===== config.mk =====
export PLATFORM = sky130hd
export DESIGN_NAME = fe_sync_mem
export DESIGN_NICKNAME = d
export VERILOG_FILES = /design/src/rtl/fe_pkg.sv /design/src/rtl/fe_tag_store.sv /design/src/rtl/fe_wait_queue.sv /design/src/rtl/fe_sync_ctrl.sv /design/src/rtl/fe_sync_mem.sv
export SDC_FILE = /design/constraint.sdc
export NUM_CORES = 1
export LEC_CHECK = 0
export BUFFER_PORTS_ARGS = -buffer_cell sky130_fd_sc_hd__buf_2
export CORE_MARGIN = 3
export CORE_UTILIZATION = 25
export DETAILED_ROUTE_END_ITERATION = 7
export GPL_TIMING_DRIVEN = 0
export MAX_ROUTING_LAYER = met4
export PLACE_DENSITY_LB_ADDON = 0.05
export SLEW_MARGIN = 20
export SYNTH_ARGS = -nofsm -noshare
export SYNTH_HDL_FRONTEND = slang
export SYNTH_SLANG_ARGS = --single-unit

===== constraint.sdc =====
create_clock -name clk -period 6.5 [get_ports clk]
set_clock_uncertainty 0.15 [all_clocks]
set_input_delay 1.3 -clock clk [delete_from_list [all_inputs] [get_ports clk]]
set_output_delay 1.3 -clock clk [all_outputs]
set_load 0.01 [all_outputs]

===== src/rtl/fe_pkg.sv =====
package fe_pkg;

  typedef enum logic [2:0] {
    OP_RD     = 3'd0,
    OP_WR     = 3'd1,
    OP_RSV    = 3'd2,
    OP_SRD    = 3'd3,
    OP_SWR    = 3'd4,
    OP_LOCK   = 3'd5,
    OP_UNLOCK = 3'd6,
    OP_SPARE  = 3'd7
  } fe_op_e;

  function automatic logic op_may_wait(input fe_op_e op);
    return (op == OP_SRD) || (op == OP_LOCK);
  endfunction

endpackage


===== src/rtl/fe_tag_store.sv =====
module fe_tag_store #(
  parameter int ADDR_W = 4,
  parameter int DATA_W = 16
) (
  input  logic              clk,
  input  logic              rst_n,
  input  logic [ADDR_W-1:0] addr,
  output logic [DATA_W-1:0] rd_data,
  output logic              rd_full,
  input  logic              data_we,
  input  logic [DATA_W-1:0] wdata,
  input  logic              tag_we,
  input  logic              tag_set
);
  localparam int WORDS = 1 << ADDR_W;

  logic [DATA_W-1:0] mem_q [WORDS];
  logic [WORDS-1:0]  tag_q;

  assign rd_data = mem_q[addr];
  assign rd_full = tag_q[addr];

  always_ff @(posedge clk or negedge rst_n) begin
    if (!rst_n) begin
      for (int i = 0; i < WORDS; i++) mem_q[i] <= '0;
    end else if (data_we) begin
      mem_q[addr] <= wdata;
    end
  end

  always_ff @(posedge clk or negedge rst_n) begin
    if (!rst_n) begin
      tag_q <= '1;
    end else if (tag_we) begin
      tag_q[addr] <= tag_set;
    end
  end

endmodule


===== src/rtl/fe_wait_queue.sv =====
module fe_wait_queue #(
  parameter int DEPTH  = 4,
  parameter int ADDR_W = 4,
  parameter int TID_W  = 3
) (
  input  logic              clk,
  input  logic              rst_n,
  input  logic              push,
  input  logic              push_lock,
  input  logic [TID_W-1:0]  push_tid,
  input  logic [ADDR_W-1:0] push_addr,
  input  logic              wake_en,
  input  logic [ADDR_W-1:0] wake_addr,
  input  logic              pop,
  input  logic              drop,
  output logic              full,
  output logic              sel_valid,
  output logic              sel_lock,
  output logic [TID_W-1:0]  sel_tid,
  output logic [ADDR_W-1:0] sel_addr
);
  localparam int IW = (DEPTH > 1) ? $clog2(DEPTH) : 1;

  logic [DEPTH-1:0]  vld_q, wake_q, lock_q;
  logic [DEPTH-1:0]  vld_d, wake_d, lock_d;
  logic [TID_W-1:0]  tid_q  [DEPTH];
  logic [TID_W-1:0]  tid_d  [DEPTH];
  logic [ADDR_W-1:0] addr_q [DEPTH];
  logic [ADDR_W-1:0] addr_d [DEPTH];
  logic [IW-1:0]     sel_idx, free_idx;
  logic              upd_en;

  // Oldest entry (lowest index) that has been woken.
  always_comb begin
    sel_valid = 1'b0;
    sel_idx   = '0;
    for (int i = DEPTH - 1; i >= 0; i--) begin
      if (vld_q[i] && wake_q[i]) begin
        sel_valid = 1'b1;
        sel_idx   = IW'(i);
      end
    end
  end

  // Entries are kept compact, so the first free slot follows the last valid.
  always_comb begin
    free_idx = '0;
    for (int i = DEPTH - 1; i >= 0; i--) begin
      if (!vld_q[i]) free_idx = IW'(i);
    end
  end

  assign full     = &vld_q;
  assign sel_lock = lock_q[sel_idx];
  assign sel_tid  = tid_q[sel_idx];
  assign sel_addr = addr_q[sel_idx];
  assign upd_en   = push | pop | drop | wake_en;

  always_comb begin
    vld_d  = vld_q;
    wake_d = wake_q;
    lock_d = lock_q;
    tid_d  = tid_q;
    addr_d = addr_q;
    if (pop) begin
      for (int i = 0; i < DEPTH; i++) begin
        if (IW'(i) >= sel_idx) begin
          if (i == DEPTH - 1) begin
            vld_d[i]  = 1'b0;
            wake_d[i] = 1'b0;
          end else begin
            vld_d[i]  = vld_q[(i + 1) % DEPTH];
            wake_d[i] = wake_q[(i + 1) % DEPTH];
            lock_d[i] = lock_q[(i + 1) % DEPTH];
            tid_d[i]  = tid_q[(i + 1) % DEPTH];
            addr_d[i] = addr_q[(i + 1) % DEPTH];
          end
        end
      end
    end
    if (drop) wake_d[sel_idx] = 1'b0;
    if (push) begin
      vld_d[free_idx]  = 1'b1;
      wake_d[free_idx] = 1'b0;
      lock_d[free_idx] = push_lock;
      tid_d[free_idx]  = push_tid;
      addr_d[free_idx] = push_addr;
    end
    if (wake_en) begin
      for (int i = 0; i < DEPTH; i++) begin
        if (vld_d[i] && (addr_d[i] == wake_addr)) wake_d[i] = 1'b1;
      end
    end
  end

  always_ff @(posedge clk or negedge rst_n) begin
    if (!rst_n) begin
      vld_q  <= '0;
      wake_q <= '0;
      lock_q <= '0;
      for (int i = 0; i < DEPTH; i++) begin
        tid_q[i]  <= '0;
        addr_q[i] <= '0;
      end
    end else if (upd_en) begin
      vld_q  <= vld_d;
      wake_q <= wake_d;
      lock_q <= lock_d;
      tid_q  <= tid_d;
      addr_q <= addr_d;
    end
  end

endmodule


===== src/rtl/fe_sync_ctrl.sv =====
module fe_sync_ctrl #(
  parameter int ADDR_W = 4,
  parameter int DATA_W = 16,
  parameter int TID_W  = 3
) (
  input  logic              req_valid,
  input  logic [2:0]        req_op,
  input  logic [TID_W-1:0]  req_tid,
  input  logic [ADDR_W-1:0] req_addr,
  input  logic [DATA_W-1:0] req_wdata,
  output logic              req_ready,
  input  logic              q_full,
  input  logic              sel_valid,
  input  logic              sel_lock,
  input  logic [TID_W-1:0]  sel_tid,
  input  logic [ADDR_W-1:0] sel_addr,
  output logic              q_push,
  output logic              q_push_lock,
  output logic              q_pop,
  output logic              q_drop,
  output logic              q_wake,
  output logic [ADDR_W-1:0] st_addr,
  input  logic [DATA_W-1:0] st_rdata,
  input  logic              st_full,
  output logic              st_data_we,
  output logic              st_tag_we,
  output logic              st_tag_set,
  output logic              rsp_en,
  output logic [TID_W-1:0]  rsp_tid_d,
  output logic [DATA_W-1:0] rsp_data_d
);
  import fe_pkg::*;

  fe_op_e op;
  logic   would_wait;
  logic   accept;

  assign op          = fe_op_e'(req_op);
  assign st_addr     = sel_valid ? sel_addr : req_addr;
  assign would_wait  = op_may_wait(op) && !st_full;
  assign req_ready   = !sel_valid && !(q_full && would_wait);
  assign accept      = req_valid && req_ready;
  assign q_push_lock = (op == OP_LOCK);

  always_comb begin
    q_push     = 1'b0;
    q_pop      = 1'b0;
    q_drop     = 1'b0;
    q_wake     = 1'b0;
    st_data_we = 1'b0;
    st_tag_we  = 1'b0;
    st_tag_set = 1'b0;
    rsp_en     = 1'b0;
    rsp_tid_d  = req_tid;
    rsp_data_d = st_rdata;
    if (sel_valid) begin
      rsp_tid_d = sel_tid;
      if (st_full) begin
        q_pop  = 1'b1;
        rsp_en = 1'b1;
        if (sel_lock) st_tag_we = 1'b1;
      end else begin
        q_drop = 1'b1;
      end
    end else if (accept) begin
      unique case (op)
        OP_WR: begin
          st_data_we = 1'b1;
          rsp_en     = 1'b1;
          rsp_data_d = req_wdata;
        end
        OP_RSV: begin
          st_tag_we = 1'b1;
          rsp_en    = 1'b1;
        end
        OP_SRD: begin
          if (st_full) rsp_en = 1'b1;
          else         q_push = 1'b1;
        end
        OP_LOCK: begin
          if (st_full) begin
            rsp_en    = 1'b1;
            st_tag_we = 1'b1;
          end else begin
            q_push = 1'b1;
          end
        end
        OP_SWR, OP_UNLOCK: begin
          st_data_we = 1'b1;
          st_tag_we  = 1'b1;
          st_tag_set = 1'b1;
          q_wake     = 1'b1;
          rsp_en     = 1'b1;
          rsp_data_d = req_wdata;
        end
        default: rsp_en = 1'b1;
      endcase
    end
  end

endmodule


===== src/rtl/fe_sync_mem.sv =====
module fe_sync_mem #(
  parameter int ADDR_W = 4,
  parameter int DATA_W = 16,
  parameter int TID_W  = 3,
  parameter int DEPTH  = 4
) (
  input  logic              clk,
  input  logic              rst_n,
  input  logic              req_valid,
  output logic              req_ready,
  input  logic [2:0]        req_op,
  input  logic [TID_W-1:0]  req_tid,
  input  logic [ADDR_W-1:0] req_addr,
  input  logic [DATA_W-1:0] req_wdata,
  output logic              rsp_valid,
  output logic [TID_W-1:0]  rsp_tid,
  output logic [DATA_W-1:0] rsp_data
);
  logic              q_full, sel_valid, sel_lock;
  logic [TID_W-1:0]  sel_tid;
  logic [ADDR_W-1:0] sel_addr;
  logic              q_push, q_push_lock, q_pop, q_drop, q_wake;
  logic [ADDR_W-1:0] st_addr;
  logic [DATA_W-1:0] st_rdata;
  logic              st_full, st_data_we, st_tag_we, st_tag_set;
  logic              rsp_en;
  logic [TID_W-1:0]  rsp_tid_d;
  logic [DATA_W-1:0] rsp_data_d;
  logic              rsp_valid_q;
  logic [TID_W-1:0]  rsp_tid_q;
  logic [DATA_W-1:0] rsp_data_q;

  fe_sync_ctrl #(.ADDR_W(ADDR_W), .DATA_W(DATA_W), .TID_W(TID_W)) u_ctrl (
    .req_valid  (req_valid),
    .req_op     (req_op),
    .req_tid    (req_tid),
    .req_addr   (req_addr),
    .req_wdata  (req_wdata),
    .req_ready  (req_ready),
    .q_full     (q_full),
    .sel_valid  (sel_valid),
    .sel_lock   (sel_lock),
    .sel_tid    (sel_tid),
    .sel_addr   (sel_addr),
    .q_push     (q_push),
    .q_push_lock(q_push_lock),
    .q_pop      (q_pop),
    .q_drop     (q_drop),
    .q_wake     (q_wake),
    .st_addr    (st_addr),
    .st_rdata   (st_rdata),
    .st_full    (st_full),
    .st_data_we (st_data_we),
    .st_tag_we  (st_tag_we),
    .st_tag_set (st_tag_set),
    .rsp_en     (rsp_en),
    .rsp_tid_d  (rsp_tid_d),
    .rsp_data_d (rsp_data_d)
  );

  fe_tag_store #(.ADDR_W(ADDR_W), .DATA_W(DATA_W)) u_store (
    .clk    (clk),
    .rst_n  (rst_n),
    .addr   (st_addr),
    .rd_data(st_rdata),
    .rd_full(st_full),
    .data_we(st_data_we),
    .wdata  (req_wdata),
    .tag_we (st_tag_we),
    .tag_set(st_tag_set)
  );

  fe_wait_queue #(.DEPTH(DEPTH), .ADDR_W(ADDR_W), .TID_W(TID_W)) u_queue (
    .clk      (clk),
    .rst_n    (rst_n),
    .push     (q_push),
    .push_lock(q_push_lock),
    .push_tid (req_tid),
    .push_addr(req_addr),
    .wake_en  (q_wake),
    .wake_addr(req_addr),
    .pop      (q_pop),
    .drop     (q_drop),
    .full     (q_full),
    .sel_valid(sel_valid),
    .sel_lock (sel_lock),
    .sel_tid  (sel_tid),
    .sel_addr (sel_addr)
  );

  always_ff @(posedge clk or negedge rst_n) begin
    if (!rst_n) rsp_valid_q <= 1'b0;
    else        rsp_valid_q <= rsp_en;
  end

  always_ff @(posedge clk or negedge rst_n) begin
    if (!rst_n) begin
      rsp_tid_q  <= '0;
      rsp_data_q <= '0;
    end else if (rsp_en) begin
      rsp_tid_q  <= rsp_tid_d;
      rsp_data_q <= rsp_data_d;
    end
  end

  assign rsp_valid = rsp_valid_q;
  assign rsp_tid   = rsp_tid_q;
  assign rsp_data  = rsp_data_q;

endmodule


# --- Word-level counts from Yosys, hierarchy flattened ---
# Cells that the tools add are included.
word_totals:
  ff_bits: 332
  elab_cells: 194
  output_inout_bits: 21
  input_bits: 29
classes:
  n_reduce_logical: 26
  muxes: 101
  bitwise: 11
  order_cmp: 15
  eq_ne: 10
op_table:
  columns: ["operator", "n"]
  rows:
  - ["$bwmux 256", 1]
  - ["$mux 16", 8]
  - ["$bmux 16 s4", 1]
  - ["$demux 16 s4", 1]
  - ["$mux 4", 14]
  - ["$mux 1", 44]
  - ["$bwmux 16", 2]
  - ["$mux 12", 2]
  - ["$mux 3", 8]
  - ["$logic_and 1x1->1", 17]
  - ["$eq 4x4->1", 4]
  - ["$mux 2", 8]
  - ["$bwmux 12", 1]
  - ["$eq 3x3->1 const B", 3]
  - ["$and 4x4->4", 2]
  - ["$bmux 4 s2", 1]
  - ["$demux 4 s2", 1]
  - ["$not 4->4", 2]
  - ["$bmux 3 s2", 1]
  - ["$demux 3 s2", 1]
  - ["$eq 3x2->1 const B", 2]
  - ["$ge 3x3->1 const B", 2]
  - ["$lt 2x3->1 const B", 2]
  - ["$not 2->3", 2]
  - ["other kinds (23)", 33]

# --- Logic depth before layout (Yosys ltp) ---
# Gate-level depths: netlist (run 1).
depth:
  depth_word: 25
  mapped_depth: 16
  mapped_depth_nobuf: 10

# --- By module ---
# A second synthesis (run 1) with hierarchy kept.
hier_totals:
  hier_cells: 1223
  area_unflattened_um2: 16625.9
by_module_without_submodules:
  columns: ["mod", "cells_each", "instances", "seq_area_each_um2", "area_per_inst_um2"]
  rows:
  - ["fe_tag_store", 772, 1, 6826.5, 12324.3]
  - ["fe_wait_queue", 267, 1, 1001.0, 2508.7]
  - ["fe_sync_ctrl", 143, 1, 0.0, 1009.7]
  - ["fe_sync_mem", 41, 1, 500.5, 783.3]

# --- Worst setup path before layout (run 1) ---
# Ideal clock, no wire load.
synth_timing:
  path_kind: "input -> output"
  from: "input port req_addr[1]"
  to: "output port req_ready"
  arrival_time_ns: 3.241
  required_ns: 5.050
  path_stages: 10
  setup_slack_ns: 1.809
  n_path_buf: 2
  path_cell_list: "clkbuf_1 > inv_1 > a21oi_1 > or2_0 > and2_1 > buf_2 > a41oi_1 > a32oi_4 > nand3_2 > o31a_1"
synth_between:
  elab_chain_len: 8
synth_lines:
  columns: ["item", "line_no", "text"]
  rows:
  - ["start: declaration", "fe_sync_mem.sv:13", "input logic [ADDR_W-1:0] req_addr,"]
  - ["$mux 4", "fe_sync_ctrl.sv:39", "assign st_addr = sel_valid ? sel_addr : req_addr;"]
  - ["$bmux 1 s4", "fe_tag_store.sv:21", "assign rd_full = tag_q[addr];"]
  - ["$mux 1 (implied by the code)", "fe_tag_store.sv:21", null]
  - ["$logic_not 1->1", "fe_sync_ctrl.sv:40", "assign would_wait = op_may_wait(op) && !st_full;"]
  - ["$logic_and 1x1->1", "fe_sync_ctrl.sv:40", null]
  - ["$logic_and 1x1->1", "fe_sync_ctrl.sv:41", "assign req_ready = !sel_valid && !(q_full && would_wait);"]
  - ["$logic_not 1->1", "fe_sync_ctrl.sv:41", null]
  - ["$logic_and 1x1->1", "fe_sync_ctrl.sv:41", null]
  - ["end: declaration", "fe_sync_mem.sv:10", "output logic req_ready,"]
# Every way passes these cells. The select of a mux whose other input is x is not followed.

# --- Final worst setup path (run 1) ---
# Ends and elaborated chain as after synthesis.

==> results of run 1 <==
-- cells in the mapped netlist (3+ instances only) --
library cell | instances | area [um2]
a211o_1 | 3 | 26.3
a211oi_1 | 64 | 480
a21oi_1 | 63 | 315
a221oi_1 | 4 | 35.0
a311oi_1 | 50 | 438
a31oi_1 | 18 | 113
a32oi_1 | 3 | 26.3
and2_1 | 8 | 50.1
and3_1 | 55 | 344
buf_1 | 5 | 18.8
buf_2 | 24 | 120
buf_4 | 3 | 22.5
clkbuf_1 | 91 | 342
dfrtp_1 | 316 | 7910
dfstp_2 | 16 | 420
inv_1 | 32 | 120
mux2_1 | 13 | 146
mux2_2 | 267 | 3010
mux2i_1 | 49 | 490
nand2_1 | 201 | 754
nand2b_1 | 5 | 31.3
nand3_1 | 48 | 240
nand3b_1 | 4 | 30.0
nand4_1 | 4 | 25.0
nor2_1 | 44 | 165
nor2b_1 | 5 | 31.3
nor3_1 | 24 | 120
o21ai_0 | 13 | 65.1
o22ai_1 | 4 | 25.0
o31a_1 | 3 | 26.3
or3_1 | 3 | 18.8
xnor2_1 | 4 | 35.0
-- per-layer routing --
metal | vias to the layer above | track usage (%)
li1 | 5691 | -
met1 | 6262 | 23.4
met2 | 211 | 27.5
met3 | 89 | 2.83
met4 | 0 | 5.50
met5 | - | -
-- registers in the layout, indices dropped and copies added, names as in the netlist --
name	flops
u_store.tag_q	16
rsp_tid	3
rsp_data	16
u_queue.lock_q	4
u_queue.addr_q	16
u_queue.vld_q	4
u_queue.tid_q	12
u_queue.wake_q	4
rsp_valid	1
u_store.mem_q	256
-- power groups by stage --
stage	combinational, mW	clock, mW	sequential (mW)
after floorplan	2.15	0	3.32
after global placement	3.32	0	3.44
after detailed placement	3.35	0	3.45
after CTS	3.36	2.57	3.42
after global routing	3.64	2.64	3.53
final	3.30	2.48	3.42
-- worst max-delay path by stage --
stage,startpoint,to,slack [ns]
finish,req_addr[1],req_ready,0.74
global route,req_addr[1],req_ready,0.54
CTS,req_addr[1],req_ready,0.75
detailed placement,req_addr[1],rsp_data[4],0.47
global placement,rst_n,u_store.mem_q[251],-3.37
floorplan,req_addr[1],req_ready,1.81
-- logic make-up after synthesis --
group	after synthesis	share of synthesized area [%]
simple gates	418	11.8
mux	329	22.0
buf+inv	157	3.90
compound gates	260	11.7
flops	332	50.3
xor+xnor	6	0.317
-- area by class of cell --
type | instances | area, um2
Fill cell | 6724 | 45600
Sequential cell | 332 | 8330
Multi-Input combinational cell | 1013 | 7600
Clock buffer | 66 | 1320
Tap cell | 855 | 1070
Buffer | 125 | 526
Timing Repair Buffer | 52 | 363
Clock inverter | 12 | 145
Inverter | 32 | 120
-- through the flow --
stage                     setup slack, ns  utilization, %  total power, mW
final                               0.740            29.9             9.21
after global routing                0.535            29.9             9.81
after CTS                           0.749            29.9             9.35
after detailed placement            0.473            27.7             6.80
after global placement              -3.37            27.5             6.76
after floorplan                      1.81               -             5.47
-- worst max-delay path: stages --
cell	delay, ns
clkbuf_1	0.48
inv_1	0.24
a21oi_1	0.18
or2_0	0.18
and2_1	0.17
buf_2	0.27
a41oi_1	0.24
a32oi_4	0.46
nand3_2	0.27
o31a_1	0.37
buf_2	0.15
==> impl_metrics.json, run 1 <==
{
  "holdPathEnd": "u_store.mem_q[180]",
  "period_minus_slack_ns": 5.76,
  "synth-seq-cells": 332,
  "gr-total-overflow": 0,
  "stdcell_count": 2487,
  "wl_met3_mm": 2.08,
  "seq_power_share_pct": 37.2,
  "setup_viol": 0,
  "p_clk_share_pct": 26.9,
  "layout-drive-gt1-share_pct": 27.8,
  "die-area_um2": 69400,
  "p_int_mw": 5.73,
  "wl_met1_mm": 28.1,
  "synth_warnings": 0,
  "finalHoldWorstSlack_ns": 0.343,
  "grt_pass1_wl_mm": 88.8,
  "ant_nets": 0,
  "maxCapViolCount": 0,
  "combPwrFrac_pct": 35.9,
  "final_cell_mix": "dfrtp_1 (316), mux2_2 (267), nand2_1 (201)",
  "nNetsFinal": 1629,
  "drc": 0,
  "grt_pass1_vias": 12900,
  "cellLeakagePower_nw": 8.58,
  "finalSetupTns_ns": 0,
  "cts-buffers-inserted": 44,
  "syn_area_um2": 16600,
  "synth.avg_cell_area_um2": 11.0,
  "wl_met2_mm": 27.6,
  "num_antenna_cells": 0,
  "crit_path_end_kind": "primary output",
  "hp-start": "u_store.mem_q[180]",
  "avgRoutedWirePerCell_um": 23.9,
  "synth_seq_area_share_pct": 50.3,
  "synthDistinctLibCells": 77,
  "highest_layer": "met4",
  "status": "complete, no violations",
  "vias_per_cell": 4.93,
  "worstPathArrival_ns": 4.31,
  "reg2reg_from": "u_queue.wake_q[1]",
  "slew_violations": 0,
  "switchingPower_mw": 3.47,
  "synth_edf_count": 0,
  "htreeDepth": 2,
  "cts_resized": 0,
  "dieWidth_um": 263,
  "drt-total-wl_mm": 59.5,
  "fmax_mhz": 174,
  "numClockSinks": 332,
  "ios": 50,
  "period_share_pct": 88.6,
  "final_area_um2": 19500,
  "coreArea_um2": 65000,
  "synthCells": 1502,
  "criticalPathCategory": "in -> out",
  "die_y_um": 263,
  "synth_nets": 1531,
  "max-vdd-ir-drop_uv": 171,
  "initial_core_util_pct": 25.5,
  "synth_async_sr_flop_share_pct": 100,
  "clk_latency_ns": 0.58,
  "cts_tree": "built",
  "hpwl_mm": 43.2,
  "max_slew.worst_pin.slew_ns": 1.03,
  "rows": 93,
  "rsz0062_at_grt": "false",
  "placedCellCount": 2408,
  "vias": 12300,
  "p_per_area_nw_per_um2": 473,
  "swShare_pct": 37.7,
  "max-slew-margin-rel_pct": 30.6,
  "critical_path_required_ns": 5.05,
  "io_buffers": 47,
  "cts.clk_slew.worst_paths_ns": 0.05,
  "gp_congestion": 0.789,
  "cts_setup_buffers": 0,
  "cts-root-buf": "clkbuf_16",
  "hold_buffers": 0,
  "rr_worst_depth": 12,
  "first_pass_iters": 5,
  "crit_fanout": 10,
  "regToRegSetupSlack_ns": 1.31,
  "ys.flop_type": "dfrtp_1",
  "antenna_found_initial": 0,
  "reg2reg_to": "rsp_data[1]",
  "placed_cell_area_um2": 18000,
  "drt_iter0_markers": 776,
  "grt_max_degree": 86,
  "min_path_cells": 1,
  "hold_path.class": "reg -> reg",
  "grtUsageTotal_pct": 17.6,
  "syn_to_final_growth_pct": 17.6,
  "final_common_cell": "dfrtp_1",
  "final-hold-violation-count": 0,
  "clockBufferDepth": 3,
  "start_kind": "input port"
}
Note: power is estimated with default switching activity, not from simulation.
==> run 2, diff against run 1 <==
--- a/config.mk
+++ b/config.mk
@@ -6,6 +6,7 @@
 export NUM_CORES = 1
 export LEC_CHECK = 0
 export BUFFER_PORTS_ARGS = -buffer_cell sky130_fd_sc_hd__buf_2
+export CORE_ASPECT_RATIO = 1.2
 export CORE_MARGIN = 3
 export CORE_UTILIZATION = 25
 export DETAILED_ROUTE_END_ITERATION = 7
==> run 2 against run 1 <==
Effect of this change:
- flip-flop and latch count did not move
- critical path depth did not move
- non-clock buffer count fell by 1
- hold slack improved by 0.0048 ns
- power fell by 1.4%
- die area barely moved
==> impl_metrics.json, run 2 (synthesis gave the netlist of run 1 again) <==
{
  "first_pass_iters": 5,
  "final-hold-violation-count": 0,
  "clk_latency_ns": 0.58,
  "vias": 12200,
  "antenna_found_initial": 0,
  "worstPathArrival_ns": 4.36,
  "status": "complete, no violations",
  "hold_path.class": "reg -> reg",
  "regMostFlops": "u_store.mem_q",
  "grt_max_degree": 84,
  "p_per_area_nw_per_um2": 469,
  "max-slew-margin-rel_pct": 27.5,
  "cts_resized": 0,
  "dieWidth_um": 241,
  "avgRoutedWirePerCell_um": 24.7,
  "nFillCells": 6806,
  "drt_iter0_markers": 614,
  "coreArea_um2": 65100,
  "finalSetupTns_ns": 0,
  "largest_register_ffs": 256,
  "cts-buffers-inserted": 42,
  "cts_tree": "built",
  "layout-drive-gt1-share_pct": 27.4,
  "cts.clk_slew.worst_paths_ns": 0.06,
  "crit_path_end_kind": "primary output",
  "gp_congestion": 0.811,
  "final_common_cell": "dfrtp_1",
  "ant_nets": 0,
  "finalHoldWorstSlack_ns": 0.348,
  "rr_worst_depth": 12,
  "rows": 102,
  "cellLeakagePower_nw": 8.53,
  "fmax_mhz": 172,
  "drt-total-wl_mm": 60.7,
  "syn_to_final_growth_pct": 16.8,
  "crit_chain": "clkbuf_1 > inv_1 > a21oi_1 > or2_0 > and2_1 > buf_2 > a41oi_1 > a32oi_4 > nand3_2 > o31a_1 > buf_2",
  "worst-path-stages": 11,
  "initial_core_util_pct": 25.4,
  "criticalPathCategory": "in -> out",
  "critPathSlowestCell": "clkbuf_1",
  "clockBufferDepth": 3,
  "cp_top_family": "compound AO/OA/AOI/OAI gates",
  "max-vdd-ir-drop_uv": 178,
  "slowest_delay_ns": 0.51,
  "grt_pass1_vias": 12900,
  "rsz0062_at_grt": "false",
  "die_y_um": 288,
  "crit_path_frequent_cell": "buf_2",
  "worst-path-buf-inv": 4,
  "setup_viol": 0,
  "min_path_cells": 1,
  "gr-total-overflow": 0,
  "hold_buffers": 0,
  "max_slew.worst_pin.slew_ns": 1.08,
  "numClockSinks": 332,
  "cts-root-buf": "clkbuf_16",
  "start_kind": "input port",
  "slew_violations": 0,
  "final_cell_mix": "dfrtp_1 (316), mux2_2 (267), nand2_1 (201)",
  "num_antenna_cells": 0,
  "io_buffers": 47,
  "vias_per_cell": 4.97,
  "die-area_um2": 69400,
  "period_minus_slack_ns": 5.81,
  "period_share_pct": 89.4,
  "grtUsageTotal_pct": 18.2,
  "drc": 0,
  "htreeDepth": 2,
  "maxCapViolCount": 0,
  "grt_pass1_wl_mm": 90.2,
  "crit_fanout": 10,
  "cts_setup_buffers": 0,
  "hpwl_mm": 44.2,
  "ios": 50,
  "critical_path_required_ns": 5.05,
  "nNetsFinal": 1626
}
-- run 2: worst paths after layout --
check / from / to / slack [ns]
max: req_addr[1] / req_ready / 0.69
min: u_store.mem_q[221] / u_store.mem_q[221] / 0.35
max reg2reg: u_queue.wake_q[1] / rsp_data[7] / 1.36
min reg2reg: u_store.mem_q[221] / u_store.mem_q[221] / 0.35
max in group asynchronous: rst_n / u_store.mem_q[142] / 4.36
min in group asynchronous: rst_n / u_store.mem_q[32] / 0.55
-- run 2: routing by layer --
layer | vias to the layer above | share of wire (%) | global-route usage, %
li1 | 5658 | - | -
met1 | 6301 | 45 | 23.0
met2 | 192 | 49 | 30.3
met3 | 77 | 3.0 | 2.43
met4 | 0 | 2.8 | 5.38
met5 | - | 0 | -
-- run 2: power by group --
part	switching, mW	internal, mW
clock network	0.962	1.39
logic	1.98	1.31
registers	0.499	2.93
-- run 2: through the flow --
| stage | total power [mW] | util (%) | instances | worst slack, ns | area, um2 |
|---|---|---|---|---|---|
| after floorplan | 5.47 | - | 1502 | 1.81 | 16600 |
| after global placement | 6.77 | 27.4 | 2381 | -3.32 | 17800 |
| after detailed placement | 6.82 | 27.6 | 2385 | 0.436 | 18000 |
| after CTS | 9.25 | 29.7 | 2461 | 0.665 | 19300 |
| after global routing | 9.69 | 29.7 | 2461 | 0.547 | 19300 |
| final | 9.08 | 29.7 | 2461 | 0.692 | 19300 |
-- run 2: cell type report --
cell class / count / area (um2) / share of cell area [%]
buffer: 125 / 526 / 2.72
clock buffer: 64 / 1230 / 6.38
clock inverter: 12 / 135 / 0.699
inverter: 32 / 120 / 0.621
multi-input combinational: 1013 / 7600 / 39.3
sequential: 332 / 8330 / 43.1
tap: 832 / 1040 / 5.38
timing repair buffer: 51 / 355 / 1.84
